File: src/rtl/hmbx_pkg.sv
package hmbx_pkg;

  // Slave-side register addresses
  typedef enum logic [1:0] {
    SA_INBOUND  = 2'd0,
    SA_OUTBOUND = 2'd1,
    SA_STATUS   = 2'd2,
    SA_UNUSED   = 2'd3
  } slv_addr_e;

  // Low nibble of the status byte; upper bits are zero-filled by the top.
  function automatic logic [3:0] status_nibble(input logic out_full,
                                               input logic in_full,
                                               input logic cmd);
    status_nibble = {cmd, 1'b0, in_full, out_full};
  endfunction

  // Rising edge of a synchronized level, given its previous value.
  function automatic logic rose(input logic now_v, input logic prev_v);
    rose = now_v & ~prev_v;
  endfunction

endpackage

File: src/rtl/hmbx_sync.sv
module hmbx_sync #(
  parameter int WIDTH = 1,
  parameter int STAGES = 2,
  parameter logic [WIDTH-1:0] RST_VAL = '0
) (
  input  logic             clk,
  input  logic             rst_n,
  input  logic [WIDTH-1:0] d,
  output logic [WIDTH-1:0] q
);
  logic [WIDTH-1:0] stage [STAGES];

  always_ff @(posedge clk or negedge rst_n) begin
    if (!rst_n) stage[0] <= RST_VAL;
    else        stage[0] <= d;
  end

  for (genvar i = 1; i < STAGES; i++) begin : g_chain
    always_ff @(posedge clk or negedge rst_n) begin
      if (!rst_n) stage[i] <= RST_VAL;
      else        stage[i] <= stage[i-1];
    end
  end

  assign q = stage[STAGES-1];
endmodule

File: src/rtl/hmbx_flag.sv
module hmbx_flag (
  input  logic clk,
  input  logic rst_n,
  input  logic set_ev,
  input  logic clr_ev,
  output logic q
);
  // Set takes priority over clear when both arrive in one cycle.
  always_ff @(posedge clk or negedge rst_n) begin
    if (!rst_n)      q <= 1'b0;
    else if (set_ev) q <= 1'b1;
    else if (clr_ev) q <= 1'b0;
  end
endmodule

File: src/rtl/host_mailbox.sv
module host_mailbox #(
  parameter int DATA_W = 8,
  parameter int SYNC_STAGES = 2
) (
  input  logic              clk,
  input  logic              rst_n,
  input  logic              host_cs_n,
  input  logic              host_a0,
  input  logic              host_wr_n,
  input  logic              host_rd_n,
  input  logic [DATA_W-1:0] host_din,
  output logic [DATA_W-1:0] host_dout,
  input  logic [1:0]        slv_addr,
  input  logic              slv_wr,
  input  logic              slv_rd,
  input  logic [DATA_W-1:0] slv_wdata,
  output logic [DATA_W-1:0] slv_rdata,
  output logic              slv_irq
);
  import hmbx_pkg::*;

  localparam int CTL_W = 4;
  localparam int PAD_W = DATA_W - 4;
  localparam logic [CTL_W-1:0] CTL_IDLE = 4'b1011; // cs_n, a0, wr_n, rd_n

  // Synchronized host controls and data
  logic [CTL_W-1:0]  ctl_s;
  logic [DATA_W-1:0] din_s;
  logic cs_n_s, a0_s, wr_n_s, rd_n_s;
  logic wr_n_q, rd_n_q;

  hmbx_sync #(.WIDTH(CTL_W), .STAGES(SYNC_STAGES), .RST_VAL(CTL_IDLE)) u_ctl_sync (
    .clk(clk), .rst_n(rst_n),
    .d({host_cs_n, host_a0, host_wr_n, host_rd_n}),
    .q(ctl_s)
  );

  hmbx_sync #(.WIDTH(DATA_W), .STAGES(SYNC_STAGES), .RST_VAL('0)) u_data_sync (
    .clk(clk), .rst_n(rst_n), .d(host_din), .q(din_s)
  );

  assign {cs_n_s, a0_s, wr_n_s, rd_n_s} = ctl_s;

  always_ff @(posedge clk or negedge rst_n) begin
    if (!rst_n) begin
      wr_n_q <= 1'b1;
      rd_n_q <= 1'b1;
    end else begin
      wr_n_q <= wr_n_s;
      rd_n_q <= rd_n_s;
    end
  end

  // Named internal events (also watched by the checker)
  logic host_wr_evt, host_out_rd_evt, slv_in_rd, slv_out_wr;

  assign host_wr_evt     = rose(wr_n_s, wr_n_q) & ~cs_n_s;
  assign host_out_rd_evt = rose(rd_n_s, rd_n_q) & ~cs_n_s & ~a0_s;
  assign slv_in_rd       = slv_rd & (slv_addr == SA_INBOUND);
  assign slv_out_wr      = slv_wr & (slv_addr == SA_OUTBOUND);

  // Flags
  logic in_full, out_full, cmd_q;

  hmbx_flag u_in_flag (
    .clk(clk), .rst_n(rst_n), .set_ev(host_wr_evt), .clr_ev(slv_in_rd), .q(in_full)
  );

  hmbx_flag u_out_flag (
    .clk(clk), .rst_n(rst_n), .set_ev(slv_out_wr), .clr_ev(host_out_rd_evt), .q(out_full)
  );

  always_ff @(posedge clk or negedge rst_n) begin
    if (!rst_n)           cmd_q <= 1'b0;
    else if (host_wr_evt) cmd_q <= a0_s;
  end

  // Data registers: no reset, contents undefined until first write
  logic [DATA_W-1:0] in_reg, out_reg;

  always_ff @(posedge clk) begin
    if (host_wr_evt) in_reg <= din_s;
  end

  always_ff @(posedge clk) begin
    if (slv_out_wr) out_reg <= slv_wdata;
  end

  // Read paths
  logic [DATA_W-1:0] status_word;
  assign status_word = {{PAD_W{1'b0}}, status_nibble(out_full, in_full, cmd_q)};

  assign host_dout = host_cs_n ? '0 : (host_a0 ? status_word : out_reg);

  always_comb begin
    unique case (slv_addr)
      SA_INBOUND:  slv_rdata = in_reg;
      SA_OUTBOUND: slv_rdata = out_reg;
      SA_STATUS:   slv_rdata = status_word;
      default:     slv_rdata = '0;
    endcase
  end

  assign slv_irq = in_full;

endmodule

File: config.mk
export PLATFORM = sky130hd
export DESIGN_NAME = host_mailbox
export DESIGN_NICKNAME = d
export VERILOG_FILES = /design/src/rtl/hmbx_pkg.sv /design/src/rtl/hmbx_sync.sv /design/src/rtl/hmbx_flag.sv /design/src/rtl/host_mailbox.sv
export SDC_FILE = /design/constraint.sdc
export NUM_CORES = 1
export LEC_CHECK = 0
export ABC_AREA = 0
export BUFFER_PORTS_ARGS = -buffer_cell sky130_fd_sc_hd__buf_2
export CAP_MARGIN = 20
export CORE_ASPECT_RATIO = 1.1
export CORE_MARGIN = 2
export CORE_UTILIZATION = 48
export CTS_CLUSTER_DIAMETER = 120
export CTS_CLUSTER_SIZE = 10
export DETAILED_ROUTE_END_ITERATION = 7
export PLACE_DENSITY = 0.85
export RECOVER_POWER = 25
export SLEW_MARGIN = 20
export SYNTH_ARGS = -nofsm -noshare
export SYNTH_HDL_FRONTEND = slang
export SYNTH_SLANG_ARGS = --single-unit
File: constraint.sdc
create_clock -name clk -period 2.07 [get_ports clk]
set_input_delay 0.414 -clock clk [delete_from_list [all_inputs] [get_ports clk]]
set_output_delay 0.414 -clock clk [all_outputs]
set_load 0.02 [all_outputs]
==> results.sh, run 1 <==
export IMPL_nNetsFinal=159
export IMPL_period_share=0.774
export IMPL_top_usage_layer="met2"
export IMPL_synth_compound_area_frac=0.0265
export IMPL_startpoint="slv_addr[1]"
export IMPL_portBuffers=42
export IMPL_initial_utilization=0.499
export IMPL_max_slew_margin=0.588
export IMPL_h_tree_depth=2
export IMPL_place_inst=160
export IMPL_antenna_found_initial=0
export IMPL_insertedDiodeCount=0
export IMPL_worst_slew_pin_slew_ns=0.617
export IMPL_die_h_um=62.8
export IMPL_syn_avg_cell_area_um2=17.8
export IMPL_drc=0
export IMPL_maxClockFrequency_mhz=624
export IMPL_vias_per_cell=4.75
export IMPL_grt_setup_unrepaired="false"
export IMPL_cp_required_ns=1.66
export IMPL_cts_root_buf="clkbuf_4"
export IMPL_cts_resized=0
export IMPL_grt_usage=0.156
export IMPL_hold_viol=0
export IMPL_maxCapViolations=0
export IMPL_crit_type="primary input to primary output"
export IMPL_clock_sinks=45
export IMPL_grtUsageMet2=0.240
export IMPL_detail_route_antenna_nets=0
export IMPL_grt_use_met1=0.178
export IMPL_yosys_cell_types_count=18
export IMPL_worstPathMaxFanout=12
export IMPL_skew_ns=0.00334
export IMPL_leakagePower_nw=0.823
export IMPL_firstDrtPassIters=4
export IMPL_clk_latency_ns=0.33
export IMPL_crit_path_end_kind="primary output"
export IMPL_fin_cells=168
export IMPL_synth_top_area_frac=0.348
export IMPL_drive_gt1_frac=0.425
export IMPL_synth_seq_cells=45
export IMPL_grt_overflow=0
export IMPL_yosys_warnings=0
export IMPL_num_io_pins=43
export IMPL_netlist_area_um2=1510
export IMPL_routed_wl_mm=2.39
export IMPL_rows=21
export IMPL_reg2reg_from="u_ctl_sync.q[1]"
export IMPL_report_final_slew_viol_count=0
export IMPL_dieArea_um2=3610
export IMPL_yosysSeqAreaShare=0.806
export IMPL_clk_pin_slew_worst_paths_ns=0.11
export IMPL_wl_per_cell_um=14.2
export IMPL_period_minus_slack_ns=1.60
export IMPL_grt_pass1_wl_mm=4.06
export IMPL_syn_nets=111
export IMPL_synthAdderAreaFrac=0
export IMPL_r2r_setup_slack_ns=0.60
export IMPL_cts_tree="yes"
export IMPL_syn_instance_count=85
export IMPL_place_area_um2=1760
export IMPL_synth_top_cells_by_area="dfrtp_1 35%, edfxtp_1 32%, dfstp_2 14%, mux2i_1 7.3%, nor2_1 2.5%"
export IMPL_yosysTopAreaCell="dfrtp_1"
export IMPL_p_per_area_nw_per_um2=841
export IMPL_via_count=798
export IMPL_grt_max_degree=30
export IMPL_crit_arrival_ns=1.19
export IMPL_total_power_mw=1.52
export IMPL_place_congestion=0.678
export IMPL_postCtsHoldBufs=0
export IMPL_status="completed"
export IMPL_drtIter0Drc=25
export IMPL_critPathLaunchType="primary input"
export IMPL_synth_top_family_by_area="multiplexers"
export IMPL_use_met3=0.0787
export IMPL_hold_class="primary input to async pin"
export IMPL_synthToLayoutAreaGrowth_pct=19.7
export IMPL_synth_mux_area_frac=0.0804
export IMPL_die_w_um=57.5
export IMPL_postLayoutCellArea_um2=1810
export IMPL_core_area_um2=3020
export IMPL_clockBufferDepth=2
export IMPL_post_cts_buffers=0
export IMPL_synth_xor_area_frac=0
export IMPL_cts_buffers_inserted=5
export IMPL_dpl_hpwl_mm=1.77
export IMPL_synthSimpleGateAreaFrac=0.0763
export IMPL_vdd_drop_max_uv=626
export IMPL_tns_ns=0
export IMPL_grt_pass1_vias=855
export IMPL_setup_violations=0
where the power goes:
part | internal [mW] | switching (mW)
clock network | 0.130 | 0.243
registers | 0.978 | 0.0222
logic | 0.0582 | 0.0864
total | 1.17 | 0.352
cell usage after synthesis, drive strengths merged:
master and count:
o2bb2ai 3, edfxtp 16, o22ai 1, dfrtp 21, nor2b 1, dfstp 8, and2 5, a21o 1
nor2 10, buf 2, inv 1, or3b 1, nor4b 1, mux2 1, nand2 1, mux2i 11
nor3b 1
metal layers:
layer | up-vias | wire [um]
li1 | 391 | -
met1 | 381 | 948
met2 | 24 | 1270
met3 | 2 | 165
met4 | 0 | 10
met5 | - | 0
per-stage QoR:
step | setup slack [ns] | utilization | hold slack [ns]
6_report | 0.467 | 0.598 | 0.0783
5_1_grt | 0.363 | 0.598 | 0.0915
4_1_cts | 0.470 | 0.598 | 0.0667
3_5_place_dp | 0.471 | 0.581 | 0.335
3_3_place_gp | 0.480 | 0.581 | 0.334
2_1_floorplan | 0.595 | - | 0.118
path summary, 6_finish.rpt:
path                                          to  cells after the start
max                                 slv_rdata[3]                      4
min                              u_ctl_sync.q[2]                      1
max reg2reg                                cmd_q                      2
min reg2reg                     u_data_sync.q[3]                      0
max in group asynchronous  u_data_sync.stage[11]                      1
min in group clk             u_ctl_sync.stage[4]                      1
area by class of cell:
type                    count  area (um2)
flip-flops and latches     45        1220
fillers                   218        1220
multi-input cells          37         277
repair buffers             43         215
well taps                  34        42.5
clock buffers               6        41.3
clock inverters             2        10.0
inverters                   1        3.75
cell usage in the layout (no fill, tap or decap), types with 2 or more instances in the layout:
cell       netlist  final
buf_2            1     40
dfrtp_1         21     21
edfxtp_1        16     16
mux2i_1         11     11
nor2_1          10     10
dfstp_2          8      8
and2_1           5      5
clkbuf_4         0      5
o2bb2ai_1        3      3
clkbuf_1         0      3
clkinv_2         0      2
cell families after synthesis:
logic type             count (synthesis)
AO/OA/AOI/OAI                          5
buffers and inverters                  3
flip-flops                            45
AND/OR/NAND/NOR                       20
multiplexers                          12
worst max-delay path, stage by stage:
cell and delay, ns:
buf_2 0.19, nor2b_1 0.25, o2bb2ai_1 0.15, buf_2 0.19
Power figures use the tool's default switching activity.
==> inputs of run 2 (changes only) <==
==> constraint.sdc (replaced) <==
create_clock -name clk -period 1.5 [get_ports clk]
set_input_delay 0.3 -clock clk [delete_from_list [all_inputs] [get_ports clk]]
set_output_delay 0.3 -clock clk [all_outputs]
set_load 0.02 [all_outputs]
==> results.sh, run 2 (synthesis results as in run 1) <==
export IMPL_status="completed"
export IMPL_cp_required_ns=1.20
export IMPL_crit_type="flop to primary output"
export IMPL_rr_worst_depth=2
export IMPL_crit_arrival_ns=1.17
export IMPL_wl_per_cell_um=14.0
export IMPL_p_int_mw=1.62
export IMPL_period_minus_slack_ns=1.47
export IMPL_clk_pin_slew_worst_paths_ns=0.12
export IMPL_leakagePower_nw=0.836
export IMPL_clkPwrFrac=0.255
export IMPL_path_buf_inv=1
export IMPL_crit_path_end_kind="primary output"
export IMPL_grt_setup_unrepaired="true"
export IMPL_maxClockFrequency_mhz=680
export IMPL_crit_end="slv_rdata[1]"
export IMPL_max_slew_margin=0.584
export IMPL_p_seq_frac=0.647
export IMPL_fin_util=0.610
export IMPL_clk_latency_ns=0.34
export IMPL_layout_setup_ws_ns=0.0294
export IMPL_r2r_end="in_reg[4]"
export IMPL_drtIter0Drc=17
export IMPL_place_inst=162
export IMPL_final_common_cell="buf_2"
export IMPL_maxCapViolations=0
export IMPL_crit_family="flip-flops"
export IMPL_antenna_found_initial=0
export IMPL_synthToLayoutAreaGrowth_pct=22.1
export IMPL_core_area_um2=3020
export IMPL_fin_cells=171
export IMPL_via_count=804
export IMPL_vias_per_cell=4.70
export IMPL_clockBufferDepth=2
export IMPL_critPathLaunchType="flop"
export IMPL_p_per_area_nw_per_um2=1160
export IMPL_die_h_um=62.8
export IMPL_crit_chain="mux2i_1 -> o2bb2ai_1 -> buf_4"
export IMPL_cts_root_buf="clkbuf_4"
export IMPL_grt_usage=0.150
export IMPL_clock_sinks=45
export IMPL_insertedDiodeCount=0
export IMPL_die_w_um=57.5
export IMPL_hold_class="primary input to flop"
export IMPL_worst_path_max_delay_cell="edfxtp_1"
export IMPL_drive_gt1_frac=0.431
export IMPL_p_switching_mw=0.512
export IMPL_fillCellCount=224
export IMPL_grt_pass1_wl_mm=3.95
export IMPL_drc=0
export IMPL_tns_ns=0
export IMPL_worst_slew_pin_slew_ns=0.624
export IMPL_timing_hold_ws_ns=0.0454
export IMPL_worstPathMaxFanout=2
export IMPL_nNetsFinal=162
export IMPL_vdd_drop_max_uv=833
export IMPL_total_power_mw=2.14
export IMPL_num_io_pins=43
export IMPL_period_share=0.980
export IMPL_initial_utilization=0.499
export IMPL_firstDrtPassIters=4
export IMPL_hold_viol=0
export IMPL_pre_cts_slack_ns=0.151
export IMPL_r2r_setup_slack_ns=0.27
export IMPL_report_final_slew_viol_count=0
export IMPL_h_tree_depth=2
export IMPL_setup_violations=0
export IMPL_place_congestion=0.710
export IMPL_reg2reg_from="u_ctl_sync.q[1]"
export IMPL_rows=21
export IMPL_grt_overflow=0
export IMPL_detail_route_antenna_nets=0
export IMPL_cpPeakStageDelay_ns=0.43
export IMPL_dpl_hpwl_mm=1.79
export IMPL_cp_depth=3
export IMPL_skew_ns=0.00466
export IMPL_combPwrFrac=0.098
export IMPL_grt_max_degree=30
export IMPL_grt_pass1_vias=837
export IMPL_p_sw_frac=0.240
export IMPL_portBuffers=42
export IMPL_cts_tree="yes"
export IMPL_startpoint="out_reg[1]"
export IMPL_cts_buffers_inserted=5
export IMPL_place_area_um2=1770
export IMPL_most_common_layout_cells="37 x buf_2, 21 x dfrtp_1, 16 x edfxtp_1"
export IMPL_dieArea_um2=3610
export IMPL_postLayoutCellArea_um2=1840
export IMPL_routed_wl_mm=2.40
run 2: per-layer routing:
| metal | GRT usage | vias up | routed length, um |
|---|---|---|---|
| li1 | - | 395 | - |
| met1 | 0.195 | 378 | 1030 |
| met2 | 0.233 | 26 | 1190 |
| met3 | 0.0393 | 5 | 137 |
| met4 | 0.0698 | 0 | 42 |
| met5 | 0 | - | 0 |
run 2: worst min path at each step:
stage | startpoint | to | slack, ns | cells past startpoint
2_1_floorplan | rst_n | cmd_q | 0.004 | 0
3_3_place_gp | rst_n | u_data_sync.stage[11] | 0.33 | 1
3_5_place_dp | u_data_sync.stage[14] | u_data_sync.q[6] | 0.33 | 0
4_1_cts | host_wr_n | u_ctl_sync.stage[5] | 0.03 | 1
5_1_grt | host_wr_n | u_ctl_sync.stage[5] | 0.03 | 1
6_report | host_wr_n | u_ctl_sync.stage[5] | 0.05 | 1
run 2: repair_timing:
action                                 in CTS  in global routing
resized for setup                           0                  3
setup endpoints to repair                   0                  6
endpoints found under the hold margin      21                  0
setup buffers                               0                  0
hold buffers                                1                  0
run 2: area by class of cell:
class / count / area, um2 / area share
clock buffers: 6 / 41.3 / 0.0224
clock inverters: 2 / 13.8 / 0.00747
inverters: 1 / 3.75 / 0.00204
multi-input cells: 37 / 277 / 0.150
flip-flops and latches: 45 / 1220 / 0.660
well taps: 34 / 42.5 / 0.0231
repair buffers: 46 / 248 / 0.135
run 2: power groups by stage:
stage / Sequential, mW / Clock, mW / Combinational [mW]
2_1_floorplan: 1.40 / 0 / 0.105
3_3_place_gp: 1.40 / 0 / 0.199
3_5_place_dp: 1.41 / 0 / 0.206
4_1_cts: 1.38 / 0.559 / 0.208
5_1_grt: 1.39 / 0.603 / 0.232
6_report: 1.38 / 0.544 / 0.210
==> inputs of run 3 (changes only) <==
--- a/config.mk
+++ b/config.mk
@@ -6,9 +6,9 @@
 export NUM_CORES = 1
 export LEC_CHECK = 0
 export ABC_AREA = 0
-export BUFFER_PORTS_ARGS = -buffer_cell sky130_fd_sc_hd__buf_2
+export BUFFER_PORTS_ARGS = -buffer_cell sky130_fd_sc_hd__buf_4
 export CAP_MARGIN = 20
-export CORE_ASPECT_RATIO = 1.1
+export CORE_ASPECT_RATIO = 0.7
 export CORE_MARGIN = 2
 export CORE_UTILIZATION = 48
 export CTS_CLUSTER_DIAMETER = 120
==> results.sh, run 3 (synthesis results as in run 1) <==
export IMPL_vdd_drop_max_uv=846
export IMPL_cp_required_ns=1.20
export IMPL_cts_buffers_inserted=5
export IMPL_layout_setup_ws_ns=0.103
export IMPL_crit_path_end_kind="primary output"
export IMPL_final_seq_area_um2=1220
export IMPL_critPathLaunchType="flop"
export IMPL_dieArea_um2=3620
export IMPL_reg2reg_from="u_ctl_sync.q[1]"
export IMPL_skew_ns=0.00526
export IMPL_vias_per_cell=4.81
export IMPL_drive_gt1_frac=0.434
export IMPL_clock_sinks=45
export IMPL_crit_type="flop to primary output"
export IMPL_drtIter0Drc=16
export IMPL_setup_violations=0
export IMPL_report_final_slew_viol_count=0
export IMPL_p_per_area_nw_per_um2=1180
export IMPL_maxCapViolations=0
export IMPL_cts_root_buf="clkbuf_8"
export IMPL_cts_tree="yes"
export IMPL_hold_viol=0
export IMPL_holdPathEnd="u_ctl_sync.stage[5]"
export IMPL_rows=16
export IMPL_routed_wl_mm=2.31
export IMPL_r2r_end="in_reg[2]"
export IMPL_holdPathStages=1
export IMPL_place_inst=163
export IMPL_grt_usage=0.141
export IMPL_grt_overflow=0
export IMPL_grt_setup_unrepaired="false"
export IMPL_clockBufferDepth=2
export IMPL_worst_slew_pin_slew_ns=0.317
export IMPL_leakagePower_nw=0.871
export IMPL_die_h_um=50.9
export IMPL_nNetsFinal=161
export IMPL_insertedDiodeCount=0
export IMPL_most_common_layout_cells="24 x buf_4, 21 x dfrtp_1, 18 x clkbuf_4"
export IMPL_via_count=828
export IMPL_status="completed"
export IMPL_h_tree_depth=2
export IMPL_grt_pass1_wl_mm=3.75
export IMPL_portBuffers=42
export IMPL_period_share=0.932
export IMPL_tns_ns=0
export IMPL_grt_pass1_vias=791
export IMPL_max_slew_margin=0.786
export IMPL_fillCellCount=197
export IMPL_grt_max_degree=30
export IMPL_core_area_um2=2900
export IMPL_detail_route_antenna_nets=0
export IMPL_drc=0
export IMPL_num_io_pins=43
export IMPL_place_congestion=0.935
export IMPL_multi_input_area_um2=277
export IMPL_maxClockFrequency_mhz=716
export IMPL_fin_cells=172
export IMPL_r2r_setup_slack_ns=0.23
export IMPL_final_common_cell="buf_4"
export IMPL_wl_per_cell_um=13.4
export IMPL_total_power_mw=2.32
export IMPL_timing_hold_ws_ns=0.120
export IMPL_hold_start="host_wr_n"
export IMPL_die_w_um=71.0
export IMPL_initial_utilization=0.520
export IMPL_synthToLayoutAreaGrowth_pct=30.3
export IMPL_firstDrtPassIters=4
export IMPL_period_minus_slack_ns=1.40
export IMPL_pre_cts_slack_ns=0.190
export IMPL_clk_latency_ns=0.28
export IMPL_clk_pin_slew_worst_paths_ns=0.08
export IMPL_rr_worst_depth=2
export IMPL_antenna_found_initial=0
export IMPL_hold_class="primary input to flop"
export IMPL_worstPathMaxFanout=1
export IMPL_crit_arrival_ns=1.10
## run 3: worst max-delay path by stage
stage / from / depth (start not counted) / end
after global routing: in_reg[3] / 3 / slv_rdata[3]
after global placement: host_a0 / 4 / host_dout[4]
after CTS: in_reg[3] / 3 / slv_rdata[3]
after detailed placement: host_a0 / 4 / host_dout[2]
final: in_reg[3] / 3 / slv_rdata[3]
after floorplan: u_ctl_sync.q[1] / 2 / cmd_q
## run 3: cell type report
cell class	count	area share
well taps	36	0.0229
flip-flops and latches	45	0.619
multi-input cells	37	0.141
repair buffers	45	0.169
clock inverters	3	0.0115
clock buffers	5	0.0350
inverters	1	0.00191
## run 3: timing repair
item                      4_1_cts  5_1_grt
hold buffers                    1        0
resized for setup               0        0
hold endpoints to repair       21        0
setup buffers                   0        0
## run 3: where the power goes
part | switching (mW) | leakage, nW | internal (mW)
clock | 0.372 | 0.0481 | 0.330
combinational | 0.119 | 0.348 | 0.115
sequential | 0.0332 | 0.475 | 1.35
total | 0.524 | 0.871 | 1.79
## run 3: critical path, stage by stage, from the launching register on
cell       delay, ns
edfxtp_1        0.40
mux2i_1         0.16
o2bb2ai_1       0.10
buf_4           0.16
## run 3: per-stage QoR
step                cell area, um2  utilization
floorplan                     1510            -
detailed placement            1870        0.645
finish                        1970        0.677
global placement              1870        0.645
global route                  1970        0.677
CTS                           1970        0.680
## run 3: per-layer routing
metal | up-vias | global-route usage | share of wire
met3 | 2 | 0.0533 | 0.087
li1 | 395 | - | -
met1 | 395 | 0.193 | 0.47
met4 | 0 | 0.0377 | 0.0017
met2 | 36 | 0.215 | 0.44
met5 | - | 0 | 0
